`config.mk`:
```
export PLATFORM = sky130hd
export DESIGN_NAME = pwm_frac_top
export DESIGN_NICKNAME = d
export VERILOG_FILES = /design/src/rtl/pwm_frac_pkg.sv /design/src/rtl/pwm_frac_regs.sv /design/src/rtl/pwm_frac_accum.sv /design/src/rtl/pwm_frac_cmp.sv /design/src/rtl/pwm_frac_top.sv
export SDC_FILE = /design/constraint.sdc
export NUM_CORES = 1
export LEC_CHECK = 0
export BUFFER_PORTS_ARGS = -buffer_cell sky130_fd_sc_hd__buf_2
export CORE_UTILIZATION = 45
export DETAILED_ROUTE_END_ITERATION = 10
export PLACE_DENSITY = 0.67
export SLEW_MARGIN = 25
export SYNTH_ARGS = -nofsm -noshare
export SYNTH_HDL_FRONTEND = slang
export SYNTH_SLANG_ARGS = --single-unit
```
`constraint.sdc`:
```
create_clock -name clk -period 4.6 [get_ports clk]
set_input_delay 0.46 -clock clk [delete_from_list [all_inputs] [get_ports clk]]
set_output_delay 0.46 -clock clk [all_outputs]
set_load 0.02 [all_outputs]
```
`src/rtl/pwm_frac_pkg.sv`:
```
package pwm_frac_pkg;
  localparam int EN_POS = 31;
  localparam int UPD_POS = 30;
  localparam int unsigned DEF_STEP_MAX = 32'h0000_8002;
endpackage

```
`src/rtl/pwm_frac_regs.sv`:
```
module pwm_frac_regs #(
  parameter int ACC_W = 16,
  parameter int DIV_W = 8,
  parameter int unsigned STEP_MAX = pwm_frac_pkg::DEF_STEP_MAX
) (
  input  logic             clk_i,
  input  logic             rst_ni,
  input  logic             wr_en_i,
  input  logic [31:0]      wr_data_i,
  input  logic             wrap_i,
  output logic             en_o,
  output logic             stop_o,
  output logic [ACC_W-1:0] step_o,
  output logic [DIV_W-1:0] thr_o,
  output logic [31:0]      rd_data_o
);
  import pwm_frac_pkg::*;

  localparam int STEP_LO = DIV_W;
  localparam int STEP_HI = DIV_W + ACC_W - 1;
  localparam logic [ACC_W-1:0] LIM = ACC_W'(STEP_MAX);

  logic             en_q, pend_q, xfer;
  logic [ACC_W-1:0] sh_step_q, act_step_q, wr_step, wr_step_sat;
  logic [DIV_W-1:0] sh_thr_q, act_thr_q;

  assign wr_step     = wr_data_i[STEP_LO +: ACC_W];
  assign wr_step_sat = (wr_step > LIM) ? LIM : wr_step;
  // load shadow on a wrap, or at once when idle
  assign xfer        = pend_q & (~en_q | wrap_i);

  always_ff @(posedge clk_i or negedge rst_ni) begin
    if (!rst_ni) begin
      en_q       <= 1'b0;
      pend_q     <= 1'b0;
      sh_step_q  <= '0;
      sh_thr_q   <= '0;
      act_step_q <= '0;
      act_thr_q  <= '0;
    end else begin
      if (xfer) begin
        act_step_q <= sh_step_q;
        act_thr_q  <= sh_thr_q;
      end
      if (wr_en_i) begin
        en_q      <= wr_data_i[EN_POS];
        sh_step_q <= wr_step_sat;
        sh_thr_q  <= wr_data_i[DIV_W-1:0];
      end
      if (wr_en_i && wr_data_i[UPD_POS]) pend_q <= 1'b1;
      else if (xfer)                     pend_q <= 1'b0;
    end
  end

  always_comb begin
    rd_data_o                     = '0;
    rd_data_o[EN_POS]             = en_q;
    rd_data_o[UPD_POS]            = pend_q;
    rd_data_o[STEP_LO +: ACC_W]   = sh_step_q;
    rd_data_o[DIV_W-1:0]          = sh_thr_q;
  end

  assign en_o   = en_q;
  assign stop_o = wr_en_i & ~wr_data_i[EN_POS];
  assign step_o = act_step_q;
  assign thr_o  = act_thr_q;

  generate
    if (STEP_HI < UPD_POS - 1) begin : g_spare
      logic unused_spare;
      assign unused_spare = ^wr_data_i[UPD_POS-1:STEP_HI+1];
    end
  endgenerate

  // shadow step never above the ceiling
  a_r4_step_ceiling: assert property (@(posedge clk_i) disable iff (!rst_ni)
    sh_step_q <= LIM);
  // pending flag drops only through a transfer
  a_r7_pend_clear: assert property (@(posedge clk_i) disable iff (!rst_ni)
    $fell(pend_q) |-> $past(xfer));
  // active settings hold without a transfer
  a_r9_active_hold: assert property (@(posedge clk_i) disable iff (!rst_ni)
    !xfer |=> ($stable(act_step_q) && $stable(act_thr_q)));
endmodule

```
`src/rtl/pwm_frac_accum.sv`:
```
module pwm_frac_accum #(
  parameter int ACC_W = 16
) (
  input  logic             clk_i,
  input  logic             rst_ni,
  input  logic             en_i,
  input  logic             stop_i,
  input  logic [ACC_W-1:0] step_i,
  output logic [ACC_W-1:0] phase_o,
  output logic             wrap_o
);
  logic [ACC_W-1:0] acc_q;
  logic [ACC_W:0]   sum;

  assign sum    = {1'b0, acc_q} + {1'b0, step_i};
  assign wrap_o = en_i & sum[ACC_W];
  assign phase_o = acc_q;

  always_ff @(posedge clk_i or negedge rst_ni) begin
    if (!rst_ni)               acc_q <= '0;
    else if (!en_i || stop_i)  acc_q <= '0;
    else                       acc_q <= sum[ACC_W-1:0];
  end

  // a fresh enable always starts at phase zero
  a_r2_restart_zero: assert property (@(posedge clk_i) disable iff (!rst_ni)
    $rose(en_i) |-> acc_q == '0);
  // zero step freezes the phase
  a_r10_zero_hold: assert property (@(posedge clk_i) disable iff (!rst_ni)
    (en_i && !stop_i && step_i == '0) |=> $stable(acc_q));
endmodule

```
`src/rtl/pwm_frac_cmp.sv`:
```
module pwm_frac_cmp #(
  parameter int ACC_W = 16,
  parameter int DIV_W = 8
) (
  input  logic             en_i,
  input  logic [ACC_W-1:0] phase_i,
  input  logic [DIV_W-1:0] thr_i,
  output logic             pwm_o
);
  logic [DIV_W-1:0] phase_hi;
  assign phase_hi = phase_i[ACC_W-1 -: DIV_W];
  assign pwm_o    = en_i & (phase_hi >= thr_i);
endmodule

```
`src/rtl/pwm_frac_top.sv`:
```
module pwm_frac_top #(
  parameter int ACC_W = 16,
  parameter int DIV_W = 8,
  parameter int unsigned STEP_MAX = pwm_frac_pkg::DEF_STEP_MAX
) (
  input  logic        clk,
  input  logic        rst_n,
  input  logic        reg_we,
  input  logic [31:0] reg_wdata,
  output logic [31:0] reg_rdata,
  output logic        pwm_out
);
  logic             en, stop, wrap;
  logic [ACC_W-1:0] step, phase;
  logic [DIV_W-1:0] thr;

  pwm_frac_regs #(.ACC_W(ACC_W), .DIV_W(DIV_W), .STEP_MAX(STEP_MAX)) u_regs (
    .clk_i(clk), .rst_ni(rst_n), .wr_en_i(reg_we), .wr_data_i(reg_wdata),
    .wrap_i(wrap), .en_o(en), .stop_o(stop), .step_o(step), .thr_o(thr),
    .rd_data_o(reg_rdata));

  pwm_frac_accum #(.ACC_W(ACC_W)) u_accum (
    .clk_i(clk), .rst_ni(rst_n), .en_i(en), .stop_i(stop), .step_i(step),
    .phase_o(phase), .wrap_o(wrap));

  pwm_frac_cmp #(.ACC_W(ACC_W), .DIV_W(DIV_W)) u_cmp (
    .en_i(en), .phase_i(phase), .thr_i(thr), .pwm_o(pwm_out));
endmodule

```
==> flow_metrics.env <==
export IMPL_crit_type="flop to flop"
export IMPL_netlist_area_leader_share_pct=46.8
export IMPL_clk_pin_slew_worst_paths_ps=70
export IMPL_reg2reg_to="u_regs.step_o[0]"
export IMPL_holdWs_ps=296
export IMPL_final_area_um2=4050
export IMPL_gp_congestion=0.881
export IMPL_synth_cell_area_um2=3530
export IMPL_power_total_mw=2.29
export IMPL_async_flop_share_pct=100
export IMPL_rsz0062_at_grt="false"
export IMPL_drv_cap=0
export IMPL_drc=0
export IMPL_path_buf_inv=1
export IMPL_die_x_um=90.5
export IMPL_cts_resized=0
export IMPL_dr_first_iter_drc_count=153
export IMPL_crit_slowest_cell="fa_1"
export IMPL_hold_viol=0
export IMPL_die_height_um=90.5
export IMPL_yosys_register_bits=66
export IMPL_final_max_slew_viol_count=0
export IMPL_vias_per_cell=5.28
export IMPL_io_pins=68
export IMPL_layout_nets=410
export IMPL_route_vias_total=2393
export IMPL_dpl_cell_count=437
export IMPL_syn_inst=296
export IMPL_clockBufferDepth=2
export IMPL_max_stage_delay_ps=430
export IMPL_status="completed"
export IMPL_yosysSeqAreaShare_pct=46.8
export IMPL_holdCritPathClass="input port to asynchronous set/reset pin"
export IMPL_place_ws_ps=1540
export IMPL_drive_gt1_share_pct=32.5
export IMPL_slew_headroom_pct=47.9
export IMPL_crit_chain="ha_1 > fa_1 > a211oi_2 > o21ai_2 > a31oi_4 > a2bb2oi_4 > buf_16 > mux2_2"
export IMPL_dieArea_um2=8190
export IMPL_ctsHtreeMaxLevel=3
export IMPL_crit_fanout=18
export IMPL_numCtsBuffers=9
export IMPL_synth_flop_cell="dfrtp_1"
export IMPL_fin_cells=453
export IMPL_setup_tns_ps=0
export IMPL_crit_arrival_ps=3030
export IMPL_start_util_pct=47.6
export IMPL_fin_crit_sh_pct=61.0
export IMPL_postCtsHoldBufs=0
export IMPL_diodes=0
export IMPL_track_usage_pct=18.1
export IMPL_final_min_clock_period_ps=2800
export IMPL_r2r_start="u_regs.step_o[0]"
export IMPL_cts_setup_buffers=0
export IMPL_root_buffer="clkbuf_8"
export IMPL_required_ps=4820
export IMPL_wirelength_um=6760
export IMPL_ant_nets=0
export IMPL_reg2reg_depth=8
export IMPL_worst_slack_ps=1800
export IMPL_ir_drop_v=0.000273
export IMPL_final_common_cell="dfrtp_1"
export IMPL_grt_pass1_wl_um=11600
export IMPL_syn_to_final_growth_pct=14.9
export IMPL_clkLatencyLatePin_ps=340
export IMPL_wire_per_inst_um=14.9
export IMPL_worstSetupEndpointType="flop"
export IMPL_firstDrtPassIters=4
export IMPL_netlist_cell_type_count=49
export IMPL_clock_sinks=66
export IMPL_startpoint_type="flop"
export IMPL_avgSynthCellArea_um2=11.9
export IMPL_cp_num_cells=8
export IMPL_fillers=636
export IMPL_cts_tree="yes"
export IMPL_final_setup_viol_count=0
export IMPL_rrSetupSlack_ps=1800
export IMPL_port_buffers=55
export IMPL_cp_top_family="compound AO/OA/AOI/OAI gates"
export IMPL_hpwl_um=4880
export IMPL_grt_max_degree=67
export IMPL_core_um2=7410
export IMPL_fp_row_count=31
export IMPL_placed_area_um2=3830
export IMPL_p_leak_nw=2.06
export IMPL_synth_area_leaders="dfrtp_1 47%, ha_1 8.5%, mux2_4 8.5%"
export IMPL_synth_edf_count=0
export IMPL_utilization_pct=54.7
export IMPL_synth_warnings=0
export IMPL_grt_overflow_total=0
export IMPL_grt_pass1_vias=2349
export IMPL_skew_ps=7.13
export IMPL_yosysTopAreaCell="dfrtp_1"
export IMPL_layout_common_cells="66 x dfrtp_1, 55 x buf_2, 24 x ha_1"
export IMPL_max_freq_mhz=357
export IMPL_tightestPinTransition_ps=762
export IMPL_p_per_area_nw_per_um2=565
export IMPL_antenna_found_initial=0
registers in the layout, indices dropped and copies added (netlist names):
signal,count
u_regs.thr_o,8
u_regs.en_o,1
u_accum.phase_o,16
u_regs.pend_q,1
u_regs.sh_thr_q,8
u_regs.sh_step_q,16
u_regs.step_o,16
how the worst max path moves through the flow:
stage	to	startpoint
after global placement	u_regs.step_o[15]	u_regs.step_o[0]
after detailed placement	u_regs.step_o[0]	u_regs.step_o[0]
after CTS	u_regs.step_o[0]	u_regs.step_o[0]
after floorplan	u_regs.step_o[10]	u_regs.step_o[0]
after global routing	u_regs.step_o[0]	u_regs.step_o[0]
final	u_regs.step_o[0]	u_regs.step_o[0]
cells by family (layout without fill, tap and decap cells):
family / after synthesis / count (layout) / synth area share (%)
muxes: 35 / 35 / 13.3
other: 1 / 6 / 0.106
adders and majority gates: 25 / 25 / 9.08
xor gates and xnor gates: 8 / 8 / 1.99
and+or+nand+nor: 54 / 54 / 7.45
DFF: 66 / 66 / 46.8
AOI/OAI and AO/OA: 73 / 73 / 16.0
buffers and inverters: 34 / 87 / 5.25
power by group:
part	total [mW]	internal [mW]	leakage [nW]	switching [mW]
combinational	0.939	0.451	1.13	0.488
clock	0.478	0.260	0.0941	0.218
sequential	0.870	0.750	0.835	0.120
per-layer routing:
metal / up-vias / global-route usage (%) / routed length [um]
met3: 4 / 4.71 / 266
met2: 66 / 27.8 / 3100
li1: 1176 / - / -
met1: 1147 / 24.8 / 3340
met5: - / 0 / 0
met4: 0 / 5.65 / 57
cells in the mapped netlist (3+ instances only):
cell type,number
xnor2_1,5
nor3b_1,3
mux2_4,20
o21a_1,4
buf_2,3
nand3_1,3
a22o_1,14
inv_1,14
clkbuf_1,3
ha_1,24
buf_6,3
o21ai_0,9
a211oi_1,5
buf_4,8
dfrtp_1,66
nand4_1,5
a21oi_1,16
nor2_1,12
xor2_1,3
nor3_1,7
nand2_1,16
mux2_2,14
a21o_1,7
cell type report:
type / instances / area [um^2] / area share (%)
repair buffers: 57 / 310 / 7.66
well taps: 99 / 124 / 3.06
flip-flops and latches: 66 / 1650 / 40.8
clock inverters: 5 / 55.1 / 1.36
clock buffers: 10 / 138 / 3.40
inverters: 15 / 56.3 / 1.39
multi-input cells: 201 / 1720 / 42.4
Power figures use the tool's default switching activity.
